$ cat config.mk
export PLATFORM = sky130hd
export DESIGN_NAME = e2e_crc_link
export DESIGN_NICKNAME = d
export VERILOG_FILES = /design/src/rtl/e2e_link_pkg.sv /design/src/rtl/crc_shift_chain.sv /design/src/rtl/link_watchdog.sv /design/src/rtl/link_sender.sv /design/src/rtl/link_receiver.sv /design/src/rtl/e2e_crc_link.sv
export SDC_FILE = /design/constraint.sdc
export NUM_CORES = 1
export LEC_CHECK = 0
export BUFFER_PORTS_ARGS = -buffer_cell sky130_fd_sc_hd__clkbuf_2
export CELL_PAD_IN_SITES_DETAIL_PLACEMENT = 0
export CELL_PAD_IN_SITES_GLOBAL_PLACEMENT = 1
export CORE_MARGIN = 10
export CORE_UTILIZATION = 44
export CTS_BUF_LIST = sky130_fd_sc_hd__clkbuf_8
export DETAILED_ROUTE_END_ITERATION = 8
export PLACE_DENSITY_LB_ADDON = 0.1
export SYNTH_ARGS = -nofsm -noshare
export SYNTH_HDL_FRONTEND = slang
export SYNTH_SLANG_ARGS = --single-unit
$ cat constraint.sdc
create_clock -name clk -period 14.6 [get_ports clk]
set_clock_uncertainty 0.1 [all_clocks]
set_input_delay 0.73 -clock clk [delete_from_list [all_inputs] [get_ports clk]]
set_output_delay 0.73 -clock clk [all_outputs]
set_load 0.02 [all_outputs]
$ cat src/rtl/e2e_link_pkg.sv
package e2e_link_pkg;
  localparam int FLIT_W_DEF = 128;
  localparam int CRC_W_DEF  = 8;
  localparam int TMO_W_DEF  = 16;
  localparam logic [7:0] POLY_DEF = 8'h9B;

  typedef enum logic [1:0] {
    TX_IDLE  = 2'd0,
    TX_WAIT  = 2'd1,
    TX_RAISE = 2'd2
  } tx_state_e;
endpackage

$ cat src/rtl/crc_shift_chain.sv
// Unrolled MSB-first CRC, one shift stage per data bit, initial value zero.
module crc_shift_chain #(
  parameter int DATA_W = 128,
  parameter int CRC_W  = 8,
  parameter logic [CRC_W-1:0] POLY = 8'h9B
) (
  input  logic [DATA_W-1:0] data,
  output logic [CRC_W-1:0]  crc
);
  logic [CRC_W-1:0] stage [DATA_W+1];

  assign stage[0] = '0;

  for (genvar i = 0; i < DATA_W; i++) begin : g_bit
    logic fb;
    assign fb = stage[i][CRC_W-1] ^ data[DATA_W-1-i];
    assign stage[i+1] = {stage[i][CRC_W-2:0], 1'b0} ^ (fb ? POLY : '0);
  end

  assign crc = stage[DATA_W];
endmodule

$ cat src/rtl/link_watchdog.sv
// Down-counting per-flit timer; expire is high during the last counted cycle.
module link_watchdog #(
  parameter int TMO_W = 16
) (
  input  logic             clk,
  input  logic             rst,
  input  logic             start,
  input  logic             stop,
  input  logic [TMO_W-1:0] limit,
  output logic             expire
);
  logic [TMO_W-1:0] cnt;
  logic             running;
  logic [TMO_W-1:0] load_val;

  assign load_val = (limit == '0) ? TMO_W'(1) : limit;
  assign expire   = running && (cnt == TMO_W'(1)) && !stop;

  always_ff @(posedge clk) begin
    if (rst) begin
      cnt     <= '0;
      running <= 1'b0;
    end else if (start) begin
      cnt     <= load_val;
      running <= 1'b1;
    end else if (stop) begin
      running <= 1'b0;
    end else if (running) begin
      cnt <= cnt - TMO_W'(1);
      if (cnt == TMO_W'(1)) running <= 1'b0;
    end
  end

  // a running timer never holds a zero count
  p_count_nonzero_r10: assert property (@(posedge clk) disable iff (rst)
    running |-> (cnt != '0));
  // an expiry always ends the run
  p_expire_ends_run_r6: assert property (@(posedge clk) disable iff (rst)
    (expire && !start) |=> !running);
endmodule

$ cat src/rtl/link_sender.sv
module link_sender #(
  parameter int FLIT_W = 128,
  parameter int CRC_W  = 8,
  parameter logic [CRC_W-1:0] POLY = 8'h9B,
  parameter int TMO_W  = 16,
  localparam int WORD_W = FLIT_W + CRC_W
) (
  input  logic              clk,
  input  logic              rst,
  input  logic [TMO_W-1:0]  timeout_cycles,
  input  logic              src_valid,
  output logic              src_ready,
  input  logic [FLIT_W-1:0] src_flit,
  output logic              tx_valid,
  output logic [WORD_W-1:0] tx_word,
  input  logic              ack_in,
  output logic              vraise
);
  import e2e_link_pkg::*;

  tx_state_e         state;
  logic              ready_q;
  logic              tx_valid_q;
  logic              vraise_q;
  logic [WORD_W-1:0] hold_word;
  logic [CRC_W-1:0]  src_crc;
  logic              accept;
  logic              ack_hit;
  logic              wd_start;
  logic              wd_expire;

  crc_shift_chain #(.DATA_W(FLIT_W), .CRC_W(CRC_W), .POLY(POLY)) u_crc (
    .data (src_flit),
    .crc  (src_crc)
  );

  assign accept   = src_valid && ready_q && (state == TX_IDLE);
  assign ack_hit  = ack_in && (state != TX_IDLE);
  assign wd_start = accept || ((state == TX_RAISE) && !ack_in);

  link_watchdog #(.TMO_W(TMO_W)) u_wd (
    .clk    (clk),
    .rst    (rst),
    .start  (wd_start),
    .stop   (ack_hit),
    .limit  (timeout_cycles),
    .expire (wd_expire)
  );

  always_ff @(posedge clk) begin
    if (rst) begin
      state      <= TX_IDLE;
      ready_q    <= 1'b1;
      tx_valid_q <= 1'b0;
      vraise_q   <= 1'b0;
      hold_word  <= '0;
    end else begin
      tx_valid_q <= 1'b0;
      vraise_q   <= 1'b0;
      case (state)
        TX_IDLE: begin
          if (accept) begin
            hold_word  <= {src_flit, src_crc};
            tx_valid_q <= 1'b1;
            ready_q    <= 1'b0;
            state      <= TX_WAIT;
          end
        end
        TX_WAIT: begin
          if (ack_in) begin
            ready_q <= 1'b1;
            state   <= TX_IDLE;
          end else if (wd_expire) begin
            vraise_q <= 1'b1;
            state    <= TX_RAISE;
          end
        end
        TX_RAISE: begin
          if (ack_in) begin
            ready_q <= 1'b1;
            state   <= TX_IDLE;
          end else begin
            tx_valid_q <= 1'b1;
            state      <= TX_WAIT;
          end
        end
        default: state <= TX_IDLE;
      endcase
    end
  end

  assign src_ready = ready_q;
  assign tx_valid  = tx_valid_q;
  assign tx_word   = hold_word;
  assign vraise    = vraise_q;

  // the voltage request is a single-cycle pulse
  p_raise_single_r6: assert property (@(posedge clk) disable iff (rst)
    vraise |=> !vraise);
  // a request without acknowledge is followed by a resend of the same word
  p_resend_same_r7: assert property (@(posedge clk) disable iff (rst)
    (vraise && !ack_in) |=> (tx_valid && $stable(tx_word)));
  // no flit is accepted while a word is on its way
  p_busy_blocks_r3: assert property (@(posedge clk) disable iff (rst)
    tx_valid |-> !src_ready);
  // an acknowledge releases the sender and suppresses any request
  p_ack_releases_r8: assert property (@(posedge clk) disable iff (rst)
    (ack_in && !src_ready) |=> (src_ready && !vraise && !tx_valid));
endmodule

$ cat src/rtl/link_receiver.sv
module link_receiver #(
  parameter int FLIT_W = 128,
  parameter int CRC_W  = 8,
  parameter logic [CRC_W-1:0] POLY = 8'h9B,
  localparam int WORD_W = FLIT_W + CRC_W
) (
  input  logic              clk,
  input  logic              rst,
  input  logic              rx_valid,
  input  logic [WORD_W-1:0] rx_word,
  output logic              ack_out,
  output logic              dst_valid,
  input  logic              dst_ready,
  output logic [FLIT_W-1:0] dst_flit
);
  logic [CRC_W-1:0]  residue;
  logic              word_good;
  logic              slot_free;
  logic              dst_valid_q;
  logic              ack_q;
  logic [FLIT_W-1:0] flit_q;

  // Running the CRC over flit and checksum together leaves a zero residue
  // exactly when the checksum matches.
  crc_shift_chain #(.DATA_W(WORD_W), .CRC_W(CRC_W), .POLY(POLY)) u_chk (
    .data (rx_word),
    .crc  (residue)
  );

  assign word_good = rx_valid && (residue == '0);
  assign slot_free = !dst_valid_q || dst_ready;

  always_ff @(posedge clk) begin
    if (rst) begin
      dst_valid_q <= 1'b0;
      ack_q       <= 1'b0;
      flit_q      <= '0;
    end else begin
      ack_q <= 1'b0;
      if (word_good && slot_free) begin
        flit_q      <= rx_word[WORD_W-1:CRC_W];
        dst_valid_q <= 1'b1;
        ack_q       <= 1'b1;
      end else if (dst_ready) begin
        dst_valid_q <= 1'b0;
      end
    end
  end

  assign ack_out   = ack_q;
  assign dst_valid = dst_valid_q;
  assign dst_flit  = flit_q;

  // a word that fails the check is never acknowledged
  p_bad_dropped_r5: assert property (@(posedge clk) disable iff (rst)
    (rx_valid && (residue != '0)) |=> !ack_out);
  // an acknowledge always comes with a delivered flit
  p_ack_delivers_r4: assert property (@(posedge clk) disable iff (rst)
    ack_out |-> dst_valid);
  // a stalled output holds its flit
  p_hold_stalled_r11: assert property (@(posedge clk) disable iff (rst)
    (dst_valid && !dst_ready) |=> (dst_valid && $stable(dst_flit)));
endmodule

$ cat src/rtl/e2e_crc_link.sv
module e2e_crc_link #(
  parameter int FLIT_W = 128,
  parameter int CRC_W  = 8,
  parameter logic [CRC_W-1:0] POLY = 8'h9B,
  parameter int TMO_W  = 16,
  localparam int WORD_W = FLIT_W + CRC_W
) (
  input  logic              clk,
  input  logic              rst,
  input  logic [TMO_W-1:0]  timeout_cycles,
  input  logic              src_valid,
  output logic              src_ready,
  input  logic [FLIT_W-1:0] src_flit,
  output logic              net_tx_valid,
  output logic [WORD_W-1:0] net_tx_word,
  input  logic              net_rx_valid,
  input  logic [WORD_W-1:0] net_rx_word,
  output logic              ack_out,
  input  logic              ack_in,
  output logic              dst_valid,
  input  logic              dst_ready,
  output logic [FLIT_W-1:0] dst_flit,
  output logic              vraise_req
);
  link_sender #(.FLIT_W(FLIT_W), .CRC_W(CRC_W), .POLY(POLY), .TMO_W(TMO_W)) u_tx (
    .clk            (clk),
    .rst            (rst),
    .timeout_cycles (timeout_cycles),
    .src_valid      (src_valid),
    .src_ready      (src_ready),
    .src_flit       (src_flit),
    .tx_valid       (net_tx_valid),
    .tx_word        (net_tx_word),
    .ack_in         (ack_in),
    .vraise         (vraise_req)
  );

  link_receiver #(.FLIT_W(FLIT_W), .CRC_W(CRC_W), .POLY(POLY)) u_rx (
    .clk       (clk),
    .rst       (rst),
    .rx_valid  (net_rx_valid),
    .rx_word   (net_rx_word),
    .ack_out   (ack_out),
    .dst_valid (dst_valid),
    .dst_ready (dst_ready),
    .dst_flit  (dst_flit)
  );

  // nothing is launched, delivered or requested during reset
  p_reset_quiet_r1: assert property (@(posedge clk)
    $past(rst) |-> (src_ready && !net_tx_valid && !dst_valid && !ack_out && !vraise_req));
endmodule

* Word-level counts from Yosys, hierarchy flattened
Cells that the tools add are included.
** Storage, ports and cells
- Bits in registers :: 288
- Input bits :: 286
- Output and inout port bits :: 269
** Cells by class
- Add/subtract/negate cells :: 1
- Equal/unequal tests :: 7
- Multiplexer cells :: 287
- Bitwise operators :: 525
- Reductions and logical operators :: 26
** Operator list (count)
- 8-bit two-way mux :: 264
- 8-bit XOR :: 262
- 1-bit XOR :: 262
- 16-bit two-way mux :: 4
- 16-bit by 1-bit == test with 1-bit output (second input constant) :: 1
- 16-bit logical NOT :: 1
- 16-bit by 1-bit subtractor with 16-bit output (second input constant) :: 1
- 1-bit two-way mux :: 13
- 1-bit logical AND :: 8
- 8-bit logical NOT :: 1
- 2-bit nonzero test :: 4
- 2-bit two-way mux :: 3
- 2-bit one-hot mux with 3 select lines :: 1
- 2-bit AND reduction :: 3
- 2-bit by 1-bit inequality test with 1-bit output (second input constant) :: 2
- 1-bit one-hot mux with 2 select lines :: 2
- 1-bit logical NOT :: 3
- 3-bit inequality test (second input constant) :: 1
- 3-bit AND reduction :: 1
- 3-bit OR reduction :: 1
- 2-bit by 1-bit == test with 1-bit output (second input constant) :: 1
- 2-bit == test (second input constant) :: 1
- 2-bit logical NOT :: 1
- 1-bit logical OR :: 2
- 3 further kinds :: 3

* Longest topological paths before layout
Gate-level depths: netlist (run 1).
- Depth in word-level cells :: 410
- Depth in mapped cells :: 23
- Mapped depth without buffers :: 20

* Hierarchy
From an unflattened synthesis (run 1), not the netlist that was laid out.
** Unflattened totals
- Cells, all modules :: 1977
- Area total of the unflattened synthesis :: 19849.0 µm²
** Modules (own cells, without submodules)
- link_receiver :: instances 1, cells an instance 565, area each 5173.7 µm²
- link_sender :: instances 1, cells an instance 623, area each 5036.1 µm²
- crc_shift_chain (u_rx.u_chk) :: instances 1, cells an instance 351, area each 4490.6 µm²
- crc_shift_chain (u_tx.u_crc) :: instances 1, cells an instance 319, area each 4167.7 µm²
- link_watchdog :: instances 1, cells an instance 119, area each 980.9 µm²

* Worst setup path after synthesis (run 1)
OpenSTA, ideal clock, no wires.
- Kind :: input-to-reg
- Start point :: input net_rx_word[118]
- End point :: register u_rx.flit_q[118] (netlist: u_rx.dst_flit[118])
- Data arrival time :: 7946 ps
- Setup slack :: 6422 ps
- Stages on the path :: 23
- Buffers on the path :: 3
- Path through :: xnor2_1 -> xnor3_1 -> xnor3_1 -> xnor3_1 -> xnor3_1 -> xnor3_2 -> xnor3_1 -> xnor3_1 -> xnor3_1 -> xnor3_2 -> xor3_1 -> xor3_2 -> xnor3_1 -> mux2_1 -> mux2_2 -> mux2i_1 -> xnor2_1 -> mux2_2 -> buf_2 -> buf_6 -> buf_6 -> o21ai_1 -> a21oi_1
** On the way
- Word-level cells in the longest chain between the ends :: 360
** RTL lines
- start, declared :: RTL line e2e_crc_link.sv:17 : input logic [WORD_W-1:0] net_rx_word,
- 1-bit XOR (*) :: RTL line crc_shift_chain.sv:16 : assign fb = stage[i][CRC_W-1] ^ data[DATA_W-1-i];
- 8-bit two-way mux (*) :: RTL line crc_shift_chain.sv:17 : assign stage[i+1] = {stage[i][CRC_W-2:0], 1'b0} ^ (fb ? POLY : '0);
- 8-bit XOR (*) :: RTL line crc_shift_chain.sv:17
- 1-bit XOR :: RTL line crc_shift_chain.sv:16
- 8-bit two-way mux :: RTL line crc_shift_chain.sv:17
- 8-bit XOR (*) :: RTL line crc_shift_chain.sv:17
- 1-bit XOR :: RTL line crc_shift_chain.sv:16
- 8-bit two-way mux :: RTL line crc_shift_chain.sv:17
- (+344 left out)
- 8-bit two-way mux :: RTL line crc_shift_chain.sv:17
- 8-bit XOR (*) :: RTL line crc_shift_chain.sv:17
- 1-bit XOR :: RTL line crc_shift_chain.sv:16
- 8-bit two-way mux :: RTL line crc_shift_chain.sv:17
- 8-bit XOR (*) :: RTL line crc_shift_chain.sv:17
- 8-bit logical NOT (*) :: RTL line link_receiver.sv:30 : assign word_good = rx_valid && (residue == '0);
- 1-bit logical AND (*) :: RTL line link_receiver.sv:30
- 1-bit logical AND (*) :: RTL line link_receiver.sv:40 : if (word_good && slot_free) begin
- end signal, assigned :: RTL line link_receiver.sv:41 : flit_q <= rx_word[WORD_W-1:CRC_W];
- end, declared :: RTL line link_receiver.sv:21 : logic [FLIT_W-1:0] flit_q;
Mark *: on every way between the ends. The rest lies on a longest branch, timed or not.
A chain may end at the register's enable or synchronous reset.

* Worst setup path after layout (run 1)
- Start point :: input net_rx_word[128]
- End point :: register u_rx.flit_q[111] (netlist: u_rx.dst_flit[111])
** On the way
- Word-level cells in the longest chain between the ends :: 390
** RTL lines (RTL line)
- 1-bit XOR (*) :: crc_shift_chain.sv:16
- 8-bit two-way mux (*) :: crc_shift_chain.sv:17
- 8-bit XOR (*) :: crc_shift_chain.sv:17
- 1-bit XOR :: crc_shift_chain.sv:16
- 8-bit two-way mux :: crc_shift_chain.sv:17
- 8-bit XOR (*) :: crc_shift_chain.sv:17
- 1-bit XOR :: crc_shift_chain.sv:16
- 8-bit two-way mux :: crc_shift_chain.sv:17
- (+374 left out)
- 8-bit two-way mux :: crc_shift_chain.sv:17
- 8-bit XOR (*) :: crc_shift_chain.sv:17
- 1-bit XOR :: crc_shift_chain.sv:16
- 8-bit two-way mux :: crc_shift_chain.sv:17
- 8-bit XOR (*) :: crc_shift_chain.sv:17
- 8-bit logical NOT (*) :: link_receiver.sv:30
- 1-bit logical AND (*) :: link_receiver.sv:30
- 1-bit logical AND (*) :: link_receiver.sv:40
Marked as above.

==> impl_metrics.toml, run 1 <==
[status]
status = "finished, final reports clean"

[setup_path]
crit_arrival_ns = 9.75
cp_slowest_cell = "buf_4"
path_class = "input pin to flip-flop"
max_stage_delay_ns = 0.73
critPathLaunchType = "input pin"
setup.worst_path.end_class = "flip-flop"
crit_path_frequent_cell = "xnor3_1"
cpLargestDelayFamily = "XOR/XNOR gates"
startpoint = "net_rx_word[128]"
r2r_cells = 6
crit_cells = 23
path_cells = "clkbuf_2 -> xor2_1 -> xnor2_1 -> xor3_1 -> xnor3_1 -> xnor3_1 -> xnor3_2 -> xnor3_1 -> xnor3_1 -> xnor3_1 -> xnor3_2 -> xor3_1 -> xor3_2 -> xnor3_1 -> mux2_1 -> mux2_2 -> mux2i_1 -> xnor2_1 -> mux2i_4 -> buf_4 -> buf_4 -> nand4_1 -> a21oi_1"
cp.buffers_inverters = 3
r2r-start = "u_tx.state[0]"
critPathRequiredTime_ns = 15.06
crit_fanout = 73

[detailed_routing]
via_count = 16500
drcViolationCount = 0
drt_iter0_drc = 1210
drt-total-wl_um = 71000
ant_nets = 0
viasPerCell = 5.40
wl_per_cell_um = 23.3
first_pass_iters = 6

[global_route]
grt_max_degree = 121
grt_pass1_vias = 16600
grt-ovfl-total = 0
groute.usage.overall_pct = 26.5
grt_pass1_wl_um = 104000
antenna_found_initial = 8

[synth]
yosysSeqAreaShare_pct = 30.6
synthDominantAreaCellType = "dfxtp_1"
ys_warn_count = 0
synth_area_um2 = 18800
synth-edff-count = 0
syn-num-nets = 2281
ys_types = 43
synth_top_area_share_pct = 30.6
async_reset_ff_share_pct = 0
syn_inst = 1989
ys_ff_latch = 288
yosys-top-cells-area = "dfxtp_1 (31%), xnor2_1 (17%), xnor3_1 (16%)"
synth_ff_type = "dfxtp_1"
syn_avg_cell_area_um2 = 9.46

[cells_and_area]
layout_commonest_cell = "clkbuf_2"
final.fill_count = 4009
final_cell_mix = "clkbuf_2 (553), xnor2_1 (369), dfxtp_1 (288)"
nNetsFinal = 2763
drive_gt1_share_pct = 26.3
seq_area_um2 = 5770
multi_input_area_um2 = 12500
syn2layout_area_growth_pct = 22.3

[clock_tree]
cts_resized = 0
cts_buffer_depth = 3
cts_inserted_buffers = 54
clk_latency_ns = 0.65
clock_sinks = 288
cts_root_buf = "clkbuf_8"
postCtsSetupBuffers = 0
htreeDepth = 2
ctsHoldBuffers = 0
clkTransAtPathRegs_ns = 0.06
cts_tree = "yes"

[timing]
hold_viol_final = 0
maxSlewHeadroom_pct = 14.9
max_freq_mhz = 108
period_needed_ns = 9.29
rsz0062_at_grt = "no"
setup_viol = 0
tightest_slew_ns = 1.28
period_share_pct = 63.6
slew_viol_final = 0
fin_tns_setup_ns = 0

[placed_design]
dp_hpwl_um = 55100
place_congestion = 0.913
numPortBuffers = 554

[hold_path]
hold_class = "input pin to flip-flop"
holdCritStartpoint = "src_flit[61]"
hold-path-cell-count = 3

[die]
io-pin-count = 555
die_w_um = 227
rows = 75
core-area_um2 = 42100
dieArea_um2 = 51400
initial_core_util_pct = 44.7
die_h_um = 227

[run]
maxCapViolations = 0
## cell families after synthesis
logic type      share of synthesized area, %
compound gates                          11.7
xor+xnor                                42.1
fa+ha+maj                              0.399
buf+inv                                 3.08
flops                                   30.6
mux                                    0.445
simple gates                            11.6
## area by class of cell
class	instances	area share, %
Multi-Input combinational cell	1555	54.5
Sequential cell	288	25.1
Timing Repair Buffer	565	12.5
Clock buffer	68	4.07
Tap cell	539	2.93
Clock inverter	24	0.865
Inverter	7	0.114
Antenna cell	5	0.0544
## worst register-to-register path: stages, from the launching register on
cell and delay, ns:
dfxtp_1 0.33, inv_1 0.11, ha_1 0.31, and3_4 0.78
buf_4 0.79, nand2_1 0.26, a21oi_1 0.17
## synthesized netlist by cell type, types with 3 or more instances
cell type  number
a211oi_1       15
a21oi_1       262
a311oi_1        4
and2_1          3
buf_2          14
clkbuf_1      123
dfxtp_1       288
ha_1            6
inv_1           7
mux2i_1         5
nand2_1       271
nand3_1         3
nand4_1       132
nor2_1         39
nor3_1          7
nor4_1          7
o21ai_0       125
o21ai_1         9
or3_1           3
xnor2_1       369
xnor3_1       130
xnor3_2         3
xor2_1        110
xor3_1         27
xor3_2          3
## per-layer routing
| layer | up-vias | part of all wire [%] | global-route usage (%) |
|---|---|---|---|
| met5 | - | 0.066 | 0 |
| met4 | 6 | 2.6 | 8.48 |
| met3 | 113 | 8.5 | 7.13 |
| met2 | 696 | 49 | 44.0 |
| met1 | 7860 | 40 | 32.9 |
| li1 | 7796 | - | - |
## registers in the layout (all words and copies together), names as in the netlist
name,cells
u_tx.u_wd.cnt,16
u_tx.u_wd.running,1
u_rx.dst_valid,1
u_rx.dst_flit,128
u_tx.src_ready,1
u_tx.tx_valid,1
u_rx.ack_out,1
u_tx.tx_word,136
u_tx.state,2
u_tx.vraise,1
## final timing paths
path | to | slack [ns]
min | u_tx.tx_word[69] | 0.22
max | u_rx.dst_flit[111] | 5.31
min reg2reg | u_tx.tx_word[125] | 0.35
max reg2reg | u_tx.tx_word[34] | 11.66
## metrics by stage
stage / worst slack (ns) / util [%] / hold WS, ns / std cells / instance area [um2]
floorplan: 6.42 / - / 0.364 / 1989 / 18800
global placement: 4.97 / 51.9 / 0.342 / 2954 / 21900
detailed placement: 4.80 / 51.9 / 0.345 / 2954 / 21900
CTS: 5.48 / 54.6 / 0.170 / 3046 / 23000
global route: 4.85 / 54.6 / 0.198 / 3050 / 23000
finish: 5.31 / 54.6 / 0.223 / 3051 / 23000
Power of run 1 is left out: the tool's default activity adds up to more than one toggle a clock period on the data nets, which glitch-free logic cannot reach.
==> run 2: changes to the inputs <==
- CORE_UTILIZATION: 44 -> 37
- clock period: 14.6 -> 8.15 ns (I/O delays scaled with it)
==> run 2 against run 1 <==
Compared with the run above:
- via count rose by 5.6%
- wire length rose by 5.5%
- register-to-register slack got worse by 6.4 ns
==> impl_metrics.toml, run 2 (synthesized netlist as in run 1, its figures left out) <==
[setup_path]
r2r-start = "u_tx.state[0]"
critPathRequiredTime_ns = 8.51
critPathLaunchType = "input pin"
setup.worst_path.end_class = "flip-flop"
path_class = "input pin to flip-flop"
r2r_cells = 6
crit_fanout = 39
worstReg2RegEnd = "u_tx.tx_word[48]"
crit_arrival_ns = 8.27
crit_path_frequent_cell = "xnor3_1"
cp.buffers_inverters = 4
cp_slowest_cell = "dlygate4sd3_1"
cpLargestDelayFamily = "XOR/XNOR gates"
path_cells = "dlygate4sd3_1 -> clkbuf_2 -> xnor3_2 -> xnor3_1 -> xnor3_1 -> xnor3_1 -> xnor3_2 -> xnor3_2 -> xnor3_1 -> xnor3_1 -> xnor3_1 -> buf_4 -> xnor2_2 -> xnor3_1 -> xor3_2 -> xnor3_1 -> mux2_1 -> mux2_2 -> mux2i_2 -> xnor2_2 -> mux2_4 -> buf_4 -> o21ai_0 -> a21oi_1"
r2r_slack_ns = 5.28
max_stage_delay_ns = 0.53

[detailed_routing]
drt_iter0_drc = 1121
wl_per_cell_um = 21.4
ant_nets = 0
viasPerCell = 4.96
drt-total-wl_um = 74900
via_count = 17400
drcViolationCount = 0
first_pass_iters = 5

[clock_tree]
htreeDepth = 2
clk_latency_ns = 0.64
cts_inserted_buffers = 52
cts_tree = "yes"
cts_buffer_depth = 3
clkTransAtPathRegs_ns = 0.06
cts_root_buf = "clkbuf_8"
clock_sinks = 288

[placed_design]
place_congestion = 0.855
dp_hpwl_um = 57100
numPortBuffers = 554

[timing]
max_freq_mhz = 126
hold_viol_final = 0
maxSlewHeadroom_pct = 30.1
fin_tns_setup_ns = 0
slew_viol_final = 0
tightest_slew_ns = 1.05
period_needed_ns = 7.91
setup_viol = 0
period_share_pct = 97.1

[hold_path]
hold-path-cell-count = 3
hold_class = "input pin to flip-flop"
holdCritStartpoint = "net_rx_word[89]"
hold_end = "u_rx.dst_flit[81]"

[global_route]
grt_max_degree = 130
grt_pass1_wl_um = 112000
groute.usage.overall_pct = 23.6
antenna_found_initial = 5
grt_pass1_vias = 18100
grt-ovfl-total = 0

[cells_and_area]
final.fill_count = 4735
layout_commonest_cell = "clkbuf_2"
final_cell_mix = "clkbuf_2 (553), xnor2_1 (357), dfxtp_1 (288)"
syn2layout_area_growth_pct = 40.3
drive_gt1_share_pct = 26.3
largest_reg_flops = 136
final_util_pct = 52.5
nNetsFinal = 3081

[die]
dieArea_um2 = 60300
initial_core_util_pct = 37.4
die_h_um = 246
io-pin-count = 555
die_w_um = 246
rows = 82
core-area_um2 = 50300

[run]
maxCapViolations = 0

[status]
status = "finished, final reports clean"
## run 2: what timing repair did
action / 4_1_cts / 5_1_grt
endpoints found under the setup margin: 0 / 130
gates resized for setup: 0 / 30
hold buffers: 264 / 0
buffers inserted: 0 / 5
hold endpoints to repair: 264 / 0
## run 2: worst min-delay path: cells and delay by family
kind / cells / cell delay, ns
buffers and inverters: 1 / 0.15
AOI/OAI and AO/OA: 1 / 0.06
and+or+nand+nor: 1 / 0.10
## run 2: worst max path at each step
stage | start | endpoint | slack, ns | depth (start not counted)
2_1_floorplan | net_rx_word[118] | u_rx.dst_flit[118] | 0.29 | 23
3_3_place_gp | net_rx_word[113] | u_rx.dst_flit[97] | 0.03 | 24
3_5_place_dp | net_rx_word[129] | u_rx.dst_flit[96] | -0.09 | 24
4_1_cts | net_rx_word[118] | u_rx.dst_flit[96] | 0.01 | 25
5_1_grt | net_rx_word[113] | u_rx.dst_flit[96] | -0.04 | 25
6_report | net_rx_word[113] | u_rx.dst_flit[35] | 0.24 | 24
## run 2: metal layers
| layer | part of all wire, % | global-route usage [%] | up-vias |
|---|---|---|---|
| met1 | 44 | 31.5 | 8269 |
| met4 | 2.2 | 6.50 | 2 |
| met5 | 0.027 | 0 | - |
| li1 | - | - | 8436 |
| met2 | 46 | 37.7 | 582 |
| met3 | 6.8 | 5.47 | 107 |
## run 2: stage by stage
step                      hold slack, ns  setup WS, ns  area, um2  cells
after global routing              0.0298       -0.0360      26400   3504
after CTS                       0.000688       0.00972      26200   3494
final                             0.0491         0.236      26400   3504
after floorplan                    0.364         0.294      18800   1989
after detailed placement           0.346       -0.0875      22500   3137
after global placement             0.342        0.0282      22500   3137
## run 2: final cells by class
class,count,area (um2),area share [%]
multi-input combinational,1555,12700,48.0
timing repair buffer,885,6020,22.8
sequential,288,5770,21.8
clock buffer,70,963,3.65
tap,672,841,3.18
clock inverter,23,108,0.407
inverter,7,26.3,0.0995
antenna,4,10.0,0.0379
Power of run 2 is left out for the same reason.
